`config.mk`:
```
export PLATFORM = sky130hd
export DESIGN_NAME = orom_scanner
export DESIGN_NICKNAME = d
export VERILOG_FILES = /design/src/rtl/orom_scan_pkg.sv /design/src/rtl/orom_window_walker.sv /design/src/rtl/orom_byte_summer.sv /design/src/rtl/orom_scanner.sv
export SDC_FILE = /design/constraint.sdc
export NUM_CORES = 1
export LEC_CHECK = 0
export ABC_AREA = 0
export ABC_CLOCK_PERIOD_IN_PS = 2800
export BUFFER_PORTS_ARGS = -buffer_cell sky130_fd_sc_hd__buf_2
export CORE_UTILIZATION = 35
export CTS_BUF_LIST = sky130_fd_sc_hd__clkbuf_2
export CTS_CLUSTER_SIZE = 20
export DETAILED_ROUTE_END_ITERATION = 8
export PLACE_DENSITY = 0.64
export SETUP_SLACK_MARGIN = 0.1
export SKIP_CTS_REPAIR_TIMING = 1
export SLEW_MARGIN = 20
export SYNTH_ARGS = -nofsm -noshare
export SYNTH_HDL_FRONTEND = slang
export SYNTH_SLANG_ARGS = --single-unit
```
`constraint.sdc`:
```
create_clock -name clk -period 2.8 [get_ports clk]
set_clock_uncertainty 0.05 [all_clocks]
set_input_delay 0.7 -clock clk [delete_from_list [all_inputs] [get_ports clk]]
set_output_delay 0.7 -clock clk [all_outputs]
set_load 0.005 [all_outputs]
```
`src/rtl/orom_scan_pkg.sv`:
```
// Shared definitions for the expansion ROM scanner.
// Assumes images are little-endian marked and measured in 512-byte units.
package orom_scan_pkg;

    // Controller states, in the order a passing window walks them.
    typedef enum logic [3:0] {
        ST_START,   // reset landing, no read
        ST_SIG_LO,  // read offset 0
        ST_SIG_HI,  // read offset 1, check offset 0
        ST_SIZE,    // read offset 2, check offset 1
        ST_SZCHK,   // read offset 3, capture length
        ST_BODY,    // stream remaining bytes
        ST_TAIL,    // fold last byte, judge sum
        ST_REPORT,  // hold report until acknowledged
        ST_NEXT,    // step to following window
        ST_DONE     // scan finished
    } scan_state_e;

    localparam logic [7:0] MARK_FIRST  = 8'h55;
    localparam logic [7:0] MARK_SECOND = 8'hAA;
    localparam int unsigned ENTRY_OFS  = 3;
    localparam int unsigned UNIT_SHIFT = 9;   // 512-byte length unit

endpackage

```
`src/rtl/orom_window_walker.sv`:
```
// Window walker: keeps the base address and index of the window being
// scanned and steps both by one stride on request.
// Assumes WIN_COUNT >= 1 and that advance is never raised on the last window.
module orom_window_walker #(
    parameter int unsigned ADDR_W    = 20,
    parameter logic [ADDR_W-1:0] SCAN_BASE = 20'hC8000,
    parameter int unsigned WIN_SHIFT = 11,
    parameter int unsigned WIN_COUNT = 48
) (
    input  logic              clk,
    input  logic              rst_n,
    input  logic              advance,
    output logic [ADDR_W-1:0] win_base,
    output logic              win_last
);
    localparam int unsigned IDX_W = (WIN_COUNT > 1) ? $clog2(WIN_COUNT) : 1;
    localparam logic [ADDR_W-1:0] STRIDE = ADDR_W'(1) << WIN_SHIFT;
    localparam logic [IDX_W-1:0]  LAST_IDX = IDX_W'(WIN_COUNT - 1);

    logic [IDX_W-1:0]  idx_q;
    logic [ADDR_W-1:0] base_q;

    // Step index and base together when the controller moves on.
    always_ff @(posedge clk) begin
        if (!rst_n) begin
            idx_q  <= '0;
            base_q <= SCAN_BASE;
        end else if (advance) begin
            idx_q  <= idx_q + 1'b1;
            base_q <= base_q + STRIDE;
        end
    end

    assign win_base = base_q;
    assign win_last = (idx_q == LAST_IDX);


    win_hold_chk: assert property (@(posedge clk) disable iff (!rst_n)
        !advance |=> $stable(win_base));

endmodule

```
`src/rtl/orom_byte_summer.sv`:
```
// Byte summer: modulo-256 accumulator with a clear and an add enable.
// sum_next shows the total including the present input, so the last byte
// can be judged in the same cycle it arrives.
module orom_byte_summer #(
    parameter int unsigned DATA_W = 8
) (
    input  logic              clk,
    input  logic              rst_n,
    input  logic              clr,
    input  logic              add_en,
    input  logic [DATA_W-1:0] din,
    output logic [DATA_W-1:0] sum_next
);
    logic [DATA_W-1:0] sum_q;

    assign sum_next = sum_q + din;

    // Clear wins over add; carries fall off the top.
    always_ff @(posedge clk) begin
        if (!rst_n)      sum_q <= '0;
        else if (clr)    sum_q <= '0;
        else if (add_en) sum_q <= sum_next;
    end


    sum_idle_chk: assert property (@(posedge clk) disable iff (!rst_n)
        (!clr && !add_en) |=> $stable(sum_q));

endmodule

```
`src/rtl/orom_scanner.sv`:
```
// Expansion ROM scanner top: walks the windows, checks the marker and
// length, sums each image and reports valid ones on a valid/ack pair.
// Assumes read data returns exactly one cycle after rd_en/rd_addr and that
// ADDR_W is at least as wide as the largest image offset.
module orom_scanner #(
    parameter int unsigned ADDR_W    = 20,
    parameter logic [ADDR_W-1:0] SCAN_BASE = 20'hC8000,
    parameter int unsigned WIN_SHIFT = 11,
    parameter int unsigned WIN_COUNT = 48
) (
    input  logic              clk,
    input  logic              rst_n,
    output logic              rd_en,
    output logic [ADDR_W-1:0] rd_addr,
    input  logic [7:0]        rd_data,
    output logic              rom_valid,
    output logic [ADDR_W-1:0] rom_base,
    output logic [ADDR_W-1:0] rom_entry,
    input  logic              rom_ack,
    output logic              scan_done
);
    import orom_scan_pkg::*;

    localparam int unsigned OFF_W = 8 + UNIT_SHIFT;

    scan_state_e       state_q, state_d;
    logic [OFF_W-1:0]  off_q;
    logic [OFF_W-1:0]  last_off_q;
    logic [ADDR_W-1:0] win_base;
    logic              win_last;
    logic              advance;
    logic              sum_clr, sum_add;
    logic [7:0]        sum_next;

    orom_window_walker #(
        .ADDR_W(ADDR_W), .SCAN_BASE(SCAN_BASE),
        .WIN_SHIFT(WIN_SHIFT), .WIN_COUNT(WIN_COUNT)
    ) u_walker (
        .clk(clk), .rst_n(rst_n), .advance(advance),
        .win_base(win_base), .win_last(win_last)
    );

    orom_byte_summer #(.DATA_W(8)) u_summer (
        .clk(clk), .rst_n(rst_n), .clr(sum_clr), .add_en(sum_add),
        .din(rd_data), .sum_next(sum_next)
    );

    // Next-state choice from the byte returned for the previous read.
    always_comb begin
        state_d = state_q;
        unique case (state_q)
            ST_START:  state_d = ST_SIG_LO;
            ST_SIG_LO: state_d = ST_SIG_HI;
            ST_SIG_HI: state_d = (rd_data == MARK_FIRST)  ? ST_SIZE  : ST_NEXT;
            ST_SIZE:   state_d = (rd_data == MARK_SECOND) ? ST_SZCHK : ST_NEXT;
            ST_SZCHK:  state_d = (rd_data == 8'h00)       ? ST_NEXT  : ST_BODY;
            ST_BODY:   state_d = (off_q == last_off_q)    ? ST_TAIL  : ST_BODY;
            ST_TAIL:   state_d = (sum_next == 8'h00)      ? ST_REPORT : ST_NEXT;
            ST_REPORT: state_d = rom_ack ? ST_NEXT : ST_REPORT;
            ST_NEXT:   state_d = win_last ? ST_DONE : ST_SIG_LO;
            ST_DONE:   state_d = ST_DONE;
            default:   state_d = ST_START;
        endcase
    end

    // State register.
    always_ff @(posedge clk) begin
        if (!rst_n) state_q <= ST_START;
        else        state_q <= state_d;
    end

    // Read offset: restarts per window, steps once per issued read.
    always_ff @(posedge clk) begin
        if (!rst_n)                 off_q <= '0;
        else if (state_q == ST_NEXT) off_q <= '0;
        else if (rd_en)             off_q <= off_q + 1'b1;
    end

    // Last image offset, latched when the length byte arrives.
    always_ff @(posedge clk) begin
        if (!rst_n)
            last_off_q <= '0;
        else if (state_q == ST_SZCHK)
            last_off_q <= OFF_W'({rd_data, {UNIT_SHIFT{1'b0}}}) - OFF_W'(1);
    end

    assign rd_en = (state_q == ST_SIG_LO) || (state_q == ST_SIG_HI) ||
                   (state_q == ST_SIZE)   || (state_q == ST_SZCHK)  ||
                   (state_q == ST_BODY);
    assign rd_addr = win_base + ADDR_W'(off_q);

    assign sum_clr = (state_q == ST_SIG_LO);
    assign sum_add = (state_q == ST_SIG_HI) || (state_q == ST_SIZE) ||
                     (state_q == ST_SZCHK)  || (state_q == ST_BODY) ||
                     (state_q == ST_TAIL);

    assign advance   = (state_q == ST_NEXT) && !win_last;
    assign rom_valid = (state_q == ST_REPORT);
    assign rom_base  = win_base;
    assign rom_entry = win_base + ADDR_W'(ENTRY_OFS);
    assign scan_done = (state_q == ST_DONE);


    valid_hold_chk: assert property (@(posedge clk) disable iff (!rst_n)
        (rom_valid && !rom_ack) |=> (rom_valid && $stable(rom_base)));


    wait_noread_chk: assert property (@(posedge clk) disable iff (!rst_n)
        rom_valid |-> !rd_en);


    done_sticky_chk: assert property (@(posedge clk) disable iff (!rst_n)
        scan_done |=> scan_done);


    done_quiet_chk: assert property (@(posedge clk) disable iff (!rst_n)
        scan_done |-> (!rd_en && !rom_valid));

endmodule

```
==> results.py <==
metrics = {
    "power": {
        "clkPwrFrac_pct": 23.0,
        "p_per_area_nw_per_um2": 344,
        "p_int_mw": 0.946,
        "switchingPower_mw": 0.431,
        "p_leak_nw": 1.77,
        "vdd_drop_max_mv": 0.207,
        "combPwrFrac_pct": 18.5,
        "p_seq_share_pct": 58.6,
        "switching_share_pct": 31.3,
    },
    "detailed_routing": {
        "firstDrtPassIters": 4,
        "first_iter_violations": 137,
        "vias_per_cell": 4.82,
        "ant_nets": 0,
        "drc": 0,
        "dr_wl_met3_microns": 272,
        "routed_wirelength_microns": 7320,
        "m1WireLength_microns": 3580,
        "vias": 2937,
        "met2WireLength_microns": 3300,
        "highest_layer": "met4",
        "detail_route.wl_per_cell_microns": 12.0,
    },
    "clocking": {
        "clk_latency_ns": 0.46,
        "path_clk_slew_ns": 0.27,
        "clk_path_buf_depth": 2,
        "cts.sink_count": 53,
        "cts_buffers": 5,
        "clockRootBuffer": "clkbuf_2",
        "h-tree-depth": 2,
        "cts_tree": "built",
    },
    "final_layout": {
        "fin_nets": 505,
        "final_layout_size_suffix_gt1_share_pct": 21.6,
        "final_util_pct": 38.9,
        "area_delta_synth_final_pct": 8.37,
        "diodes": 0,
        "layoutNonFillerInstCount": 609,
        "finalInstanceArea_sq_um": 4000,
    },
    "timing": {
        "setup_violations": 4,
        "period_needed_ns": 3.04,
        "setup_ws_ns": -0.239,
        "report.final.hold_viol_count": 0,
        "hold_ws_ns": 0.417,
        "drv_slew": 0,
        "worstMarginPinSlew_ns": 0.738,
        "clock.fmax_mhz": 329,
        "rsz0062_at_grt": "yes",
        "fin_crit_sh_pct": 109,
        "slew_headroom_pct": 50.5,
    },
    "setup_path": {
        "cpMostUsedCell": "o21ai_2",
        "ff2ff_setup_slack_ns": 0.59,
        "r2r-start": "u_summer.sum_q[0]",
        "reg2reg_to": "state_q[3]",
        "crit_type": "flop to primary output",
        "max_stage_delay_ns": 0.41,
        "cp-start-kind": "flop",
        "cp.required_ns": 2.05,
        "worstPathCellList": "ha_4 > inv_2 > fa_2 > nor2b_2 > o21ai_2 > a21boi_2 > o21ai_2 > a21oi_2 > xor2_1 > buf_2",
        "cp.arrival_ns": 2.29,
        "endpoint_kind": "primary output",
        "crit_path_top_delay_cell": "dfxtp_2",
        "crit_fanout": 2,
        "ff2ff_path_depth": 9,
    },
    "die": {
        "start_util_pct": 35.9,
        "fp.dieW_microns": 105,
        "die_h_microns": 105,
        "ios": 74,
        "die_area_sq_um": 11000,
        "core-area_sq_um": 10300,
        "rows": 37,
    },
    "synthesis": {
        "syn_inst": 440,
        "yosysSeqAreaShare_pct": 28.7,
        "yosys_warnings": 0,
        "synth-edff-count": 0,
        "synthArstFlopShare_pct": 0,
        "synthTopCellsByCount": "dfxtp_1 (53), nor2_1 (46), buf_4 (43)",
        "ys.flop_type": "dfxtp_1",
        "synth_top_area_share_pct": 28.7,
        "avgSynthCellArea_sq_um": 8.39,
        "synth_area_leader_cell": "dfxtp_1",
        "yosysMostFrequentCell": "dfxtp_1",
        "syn-cell-area_sq_um": 3690,
        "synth_area_leaders": "dfxtp_1 (29%), buf_4 (8.7%), xnor2_1 (7.6%), ha_1 (6.8%), xor2_1 (4.7%)",
        "synth_cell_types": 60,
        "synth_seq_cells": 53,
    },
    "placement": {
        "dp_hpwl_microns": 5690,
        "placed_cell_area_sq_um": 3880,
        "numPlacedInstances": 600,
        "globalplace.congestion": 0.865,
        "place_ws_ns": 0.0705,
        "port_buffers": 51,
    },
    "run": {
        "maxCapViolations": 0,
    },
    "grt": {
        "grt_max_degree": 20,
        "grt_antenna_before_repair": 0,
        "grtUsageTotal_pct": 13.8,
        "grt_first_pass_wirelength_microns": 12500,
        "gr-total-overflow": 0,
        "grt_pass1_vias": 2678,
    },
    "outcome": {
        "violations": "setup timing",
        "outcome": "finished with violations",
    },
    "min_path": {
        "min-delay-start": "u_summer.sum_q[6]",
        "holdCritPathClass": "flop to flop",
        "hold-path-endpoint": "u_summer.sum_q[6]",
        "holdPathStages": 2,
    },
}
## worst max-delay path by stage
stage	slack [ns]	to	start
after global placement	0.13	state_q[3]	rd_data[0]
final	-0.24	rd_addr[19]	u_walker.win_base[11]
after global routing	-0.40	rd_addr[19]	u_walker.win_base[11]
after floorplan	0.18	rd_addr[19]	off_q[12]
after detailed placement	0.07	state_q[3]	rd_data[0]
after CTS	-0.47	rd_addr[18]	u_walker.win_base[12]
## sequential cells by signal (all words and copies together) (netlist names)
| register | cells |
|---|---|
| off_q | 17 |
| u_summer.sum_q | 8 |
| u_walker.idx_q | 6 |
| state_q | 4 |
| u_walker.win_base | 9 |
| last_off_q | 9 |
## routing by layer
layer / global-route usage [%] / vias to the layer above
li1: - / 1501
met1: 18.5 / 1343
met2: 22.4 / 77
met3: 2.31 / 16
met4: 4.63 / 0
met5: 0 / -
## power by group through the flow
stage | Combinational [mW] | Sequential (mW) | Clock [mW]
2_1_floorplan | 0.234 | 0.803 | 0
3_3_place_gp | 0.250 | 0.818 | 0
3_5_place_dp | 0.254 | 0.820 | 0
4_1_cts | 0.255 | 0.807 | 0.333
5_1_grt | 0.290 | 0.813 | 0.360
6_report | 0.254 | 0.807 | 0.317
## worst max-delay path: cells and delay by family, from the launching register on
kind | cells | cell delay (ns)
DFF | 1 | 0.41
and+or+nand+nor | 1 | 0.14
xor gates and xnor gates | 1 | 0.14
adders and majority gates | 2 | 0.50
AOI/OAI and AO/OA | 4 | 0.47
buffers and inverters | 2 | 0.16
## stage by stage
step / power (mW) / TNS (ns)
floorplan: 1.04 / 0
global placement: 1.07 / 0
detailed placement: 1.07 / 0
CTS: 1.39 / -1.50
global route: 1.46 / -1.31
finish: 1.38 / -0.642
## kinds of logic after synthesis
| kind of cell | share of synthesized area (%) |
|---|---|
| AND/OR/NAND/NOR | 24.1 |
| buffers and inverters | 12.1 |
| AO/OA/AOI/OAI | 12.1 |
| XOR/XNOR | 13.0 |
| flip-flops | 28.7 |
| adder cells (fa/ha/maj) | 7.86 |
| multiplexers | 1.93 |
| other | 0.203 |
## cells in the final DEF (no fill, tap or decap), types with 8 or more instances in the layout
cell type	count
o211a_1	8
inv_1	15
dfxtp_1	46
nor3_1	9
nand4_1	13
xnor2_1	32
a21oi_1	10
conb_1	22
nand3_1	9
xor2_1	20
ha_1	18
and2_1	13
nand2_1	35
nor2_1	46
buf_2	51
buf_4	10
## cell type report
type	count	area, sq um
tap	136	170
clock inverter	3	21.3
multi-input combinational	334	2320
sequential	53	1070
clock buffer	5	25.0
inverter	17	63.8
fill	1064	6270
timing repair buffer	61	330
Power figures use the tool's default switching activity.
